## config.mk

```make
export PLATFORM = sky130hd
export DESIGN_NAME = mlcd_pwm
export DESIGN_NICKNAME = d
export VERILOG_FILES = /design/src/rtl/mlcd_pwm.sv
export SDC_FILE = /design/constraint.sdc
export NUM_CORES = 1
export LEC_CHECK = 0
export ABC_AREA = 1
export BUFFER_PORTS_ARGS = -buffer_cell sky130_fd_sc_hd__buf_2
export CAP_MARGIN = 20
export CORE_MARGIN = 1
export CORE_UTILIZATION = 65
export CTS_CLUSTER_DIAMETER = 60
export DETAILED_ROUTE_END_ITERATION = 12
export GPL_ROUTABILITY_DRIVEN = 0
export HOLD_SLACK_MARGIN = 0.08
export PLACE_DENSITY = 0.84
export REMOVE_ABC_BUFFERS = 1
export SLEW_MARGIN = 10
export SYNTH_ARGS = -nofsm -noshare
export SYNTH_HDL_FRONTEND = slang
export SYNTH_SLANG_ARGS = --single-unit
export TNS_END_PERCENT = 10
```

## constraint.sdc

```tcl
create_clock -name clk -period 35 [get_ports clk]
set_clock_uncertainty 0.1 [all_clocks]
set_input_delay 1.75 -clock clk [delete_from_list [all_inputs] [get_ports clk]]
set_output_delay 1.75 -clock clk [all_outputs]
set_load 0.005 [all_outputs]
```

## src/rtl/mlcd_pwm.sv

```systemverilog
module mlcd_pwm #(
  parameter int LEVELS   = 5,
  parameter int CAR_HALF = 16,
  parameter int MI_FRAC  = 7,
  localparam int NC = LEVELS - 1,
  localparam int LW = $clog2(LEVELS)
) (
  input  logic          clk,
  input  logic          rst_n,
  input  logic [1:0]    mode,
  input  logic [7:0]    mod_idx,
  input  logic [15:0]   phase_step,
  input  logic [15:0]   phase_offset,
  output logic [NC-1:0] gate,
  output logic [LW-1:0] level
);
  localparam int TW = $clog2(CAR_HALF + 1);
  localparam int HS = NC * CAR_HALF / 2;
  localparam int SH = 7 + MI_FRAC;
  localparam logic [1:0] MODE_POD  = 2'd1;
  localparam logic [1:0] MODE_APOD = 2'd2;

  logic [15:0]   acc_q;
  logic [TW-1:0] tri_q;
  logic          up_q;
  logic [1:0]    mode_q;
  logic [NC-1:0] gd;

  function automatic logic [6:0] qtab(input logic [4:0] i);
    case (i)
      5'd0:  qtab = 7'd0;   5'd1:  qtab = 7'd12;  5'd2:  qtab = 7'd25;
      5'd3:  qtab = 7'd37;  5'd4:  qtab = 7'd49;  5'd5:  qtab = 7'd60;
      5'd6:  qtab = 7'd71;  5'd7:  qtab = 7'd81;  5'd8:  qtab = 7'd90;
      5'd9:  qtab = 7'd98;  5'd10: qtab = 7'd106; 5'd11: qtab = 7'd112;
      5'd12: qtab = 7'd117; 5'd13: qtab = 7'd122; 5'd14: qtab = 7'd125;
      5'd15: qtab = 7'd126; default: qtab = 7'd127;
    endcase
  endfunction

  logic [15:0] ph;
  logic [5:0]  idx;
  logic [4:0]  qi;
  logic [6:0]  mag;
  int          s_i, ref_i, ref_u;

  assign ph  = acc_q + phase_offset;
  assign idx = ph[15:10];
  assign qi  = idx[4] ? 5'd16 - {1'b0, idx[3:0]} : {1'b0, idx[3:0]};
  assign mag = qtab(qi);

  always_comb begin
    s_i   = idx[5] ? -int'(mag) : int'(mag);
    ref_i = (s_i * int'(mod_idx) * HS) >>> SH;
    if (ref_i > HS) ref_i = HS;
    if (ref_i < -HS) ref_i = -HS;
    ref_u = ref_i + HS;
  end

  for (genvar k = 0; k < NC; k++) begin : g_car
    logic inv;
    int   cval;
    always_comb begin
      case (mode_q)
        MODE_POD:  inv = (2 * k >= NC);
        MODE_APOD: inv = (k % 2) == 1;
        default:   inv = 1'b0;
      endcase
      cval = k * CAR_HALF + (inv ? CAR_HALF - int'(tri_q) : int'(tri_q));
    end
    assign gd[k] = ref_u > cval;
  end

  always_ff @(posedge clk) begin
    if (!rst_n) begin
      acc_q  <= '0;
      tri_q  <= '0;
      up_q   <= 1'b1;
      mode_q <= 2'd0;
      gate   <= '0;
      level  <= '0;
    end else begin
      acc_q <= acc_q + phase_step;
      gate  <= gd;
      level <= LW'($countones(gd));
      if (up_q) begin
        tri_q <= tri_q + 1'b1;
        if (tri_q == TW'(CAR_HALF - 1)) up_q <= 1'b0;
      end else begin
        tri_q <= tri_q - 1'b1;
        if (tri_q == TW'(1)) begin
          up_q   <= 1'b1;
          mode_q <= mode;
        end
      end
    end
  end

  p_thermo_r4: assert property (@(posedge clk) disable iff (!rst_n)
    (gate & (gate + NC'(1))) == '0);
  p_mode_valley_r8: assert property (@(posedge clk) disable iff (!rst_n)
    !$stable(mode_q) |-> tri_q == '0);
  p_peak_turn_r2: assert property (@(posedge clk) disable iff (!rst_n)
    tri_q == TW'(CAR_HALF) |=> tri_q == TW'(CAR_HALF - 1));
  p_valley_turn_r2: assert property (@(posedge clk) disable iff (!rst_n)
    tri_q == '0 |=> tri_q == TW'(1));
endmodule

```

==> flow_summary.toml <==
[layout]
n_antenna_cell = 0
final_design_area_no_fill_um2 = 10100
drive_above_1_share_pct = 8.94
syn_to_final_growth_pct = 6.07
fin_nets = 1758
post-route-util_pct = 71.9

[floorplan]
die-area_um2 = 15200
core_area_um2 = 14100
num_io_pins = 51
num_rows = 43
die_width_um = 123
die_h_um = 123
start_util_pct = 67.8

[status]
status = "complete, no violations"

[routing]
drc = 0
wl_um = 22300
routedWlPerCell_um = 13.5
first_pass_iters = 5
vias_per_cell = 5.42
antenna_left = 0
drt_iter0_drc = 613
vias = 8974

[sta]
slew_viol_final = 0
setup_tns_ns = 0
slew_headroom_pct = 45.6
layout_min_cycle_time_ns = 14.52
hold_viol = 0
whs_ns = 0.410
rsz0062_at_grt = "false"
max_clock_freq_mhz = 68.9
min_period_over_period_pct = 41.5
setup_viol = 0
tightest_slew_ns = 0.816

[setup_path]
cpMostUsedCell = "nand2_1"
crit_family = "adder cells"
end_kind = "register"
crit_buf_inv = 15
cp_max_fo = 16
r2r_cells = 78
reg2reg_to = "level[1]"
worstPathArrival_ns = 14.60
start_kind = "input port"
crit_required_ns = 35.08
r2r_slack_ns = 21.75
slowest_stage = "o21ai_0"
timing.rr.start = "acc_q[3]"
slowest_delay_ns = 0.57
crit_start = "phase_offset[3]"
worstSetupPathType = "in2reg"

[grt]
grt_antenna_before_repair = 0
grt_pass1_wl_um = 38400
grt_max_degree = 26
grt-ovfl-total = 0
grt_pass1_vias = 8677
grtUsageTotal_pct = 31.5

[synth]
synth_cells = 1432
syn_area_um2 = 9560
synth-simple-area-share_pct = 28.8
synth_ff_type = "dfxtp_1"
synth-seq-cells = 31
yosysWarnings = 0
synth-compound-area-share_pct = 10.4
yosys.area_share.adder_pct = 38.8
synthDistinctLibCells = 48
synth_top_family_by_area = "adder cells"
avgSynthCellArea_um2 = 6.67
ys_seq_area_share_pct = 6.49
synth-edff-count = 0
muxShareOfSynthArea_pct = 0
synthXorXnorAreaFrac_pct = 1.64
synthArstFlopShare_pct = 0

[min_path]
hold_path_end = "mode_q[1]"
hold_path.class = "reg2reg"
hold_depth = 2
hold_path.startpoint = "mode_q[1]"

[clocking]
clk_latency_ns = 0.28
clk_transition_reported_paths_ns = 0.05
post_cts_buffers = 0
cts_buffers = 5
hold_buffers = 0
cts_tree = "built"
clockBufferDepth = 2
cts_resized = 0
clkSinkCount = 31
cts_max_level = 2
clock-root-buffer = "clkbuf_16"

[placed_design]
place_hpwl_um = 19000
place_area_um2 = 9970
port_buffers = 50

[run]
maxCapViolations = 0
## worst max path at each step
stage / endpoint / slack, ns / depth (start not counted)
final: level[1] / 20.48 / 79
after floorplan: level[1] / 22.08 / 76
after detailed placement: level[1] / 20.41 / 77
after CTS: level[1] / 20.65 / 79
after global routing: level[1] / 19.27 / 79
after global placement: level[1] / 20.79 / 77
## tightest hold or removal path, delay by kind of cell (launching register included)
| kind | cells | cell delay [ns] |
|---|---|---|
| AOI/OAI and AO/OA | 1 | 0.07 |
| buffers and inverters | 1 | 0.08 |
| DFF | 1 | 0.32 |
## final cells by class
| type | count | area [µm²] |
|---|---|---|
| fillers | 1181 | 3960 |
| multi-input cells | 1050 | 7600 |
| well taps | 180 | 225 |
| flip-flops and latches | 31 | 621 |
| inverters | 338 | 1270 |
| clock buffers | 5 | 125 |
| repair buffers | 50 | 250 |
| clock inverters | 3 | 43.8 |
## cells in the final DEF, fill, tap and decap left out, types with 9 or more instances in the layout
| master | instances |
|---|---|
| inv_1 | 326 |
| a21oi_1 | 85 |
| xor2_1 | 11 |
| nand3_1 | 56 |
| nor2_1 | 158 |
| dfxtp_1 | 31 |
| o21ai_0 | 64 |
| nor3_1 | 18 |
| fa_1 | 97 |
| buf_2 | 50 |
| nor2_2 | 9 |
| nand2_1 | 287 |
| ha_1 | 141 |
| nand4_1 | 20 |
| nand2_2 | 31 |
## per-stage QoR
step           setup WS (ns)  cells
2_1_floorplan          22.08   1419
3_3_place_gp           20.79   1649
3_5_place_dp           20.41   1649
4_1_cts                20.65   1657
5_1_grt                19.27   1657
6_report               20.48   1657
## kinds of logic after synthesis
family                   count (synthesis)
AND/OR/NAND/NOR                        615
XOR/XNOR                                17
AO/OA/AOI/OAI                          180
flip-flops                              31
adder cells (fa/ha/maj)                238
buffers and inverters                  351
## synth_stat cells, types with 8 or more instances
cell | number | area share (%)
nand2_2 | 31 | 2.0
xor2_1 | 11 | 1.0
fa_1 | 97 | 20
nand3_1 | 56 | 2.9
nor2_1 | 158 | 6.2
inv_1 | 326 | 13
nor2_2 | 9 | 0.59
nand3b_1 | 8 | 0.63
nand4_1 | 20 | 1.3
a21oi_1 | 85 | 4.5
nand2_1 | 287 | 11
clkbuf_1 | 9 | 0.35
ha_1 | 141 | 18
o21ai_0 | 64 | 3.4
inv_2 | 8 | 0.31
dfxtp_1 | 31 | 6.5
nor3_1 | 18 | 0.94
## routing by layer
| metal | wire, µm | GRT usage [%] | vias to the layer above |
|---|---|---|---|
| li1 | - | - | 4556 |
| met1 | 9890 | 40.3 | 4108 |
| met2 | 10800 | 56.0 | 249 |
| met3 | 1020 | 3.18 | 61 |
| met4 | 591 | 8.89 | 0 |
| met5 | 0 | 0 | - |
## flip-flops by register name, indices dropped and copies added (netlist names)
register and flops:
tri_q 5, up_q 1, acc_q 16, level 3, gate 4, mode_q 2
Power is left out: the tool's default activity adds up to more than one toggle a clock period on the data nets, which glitch-free logic cannot reach.
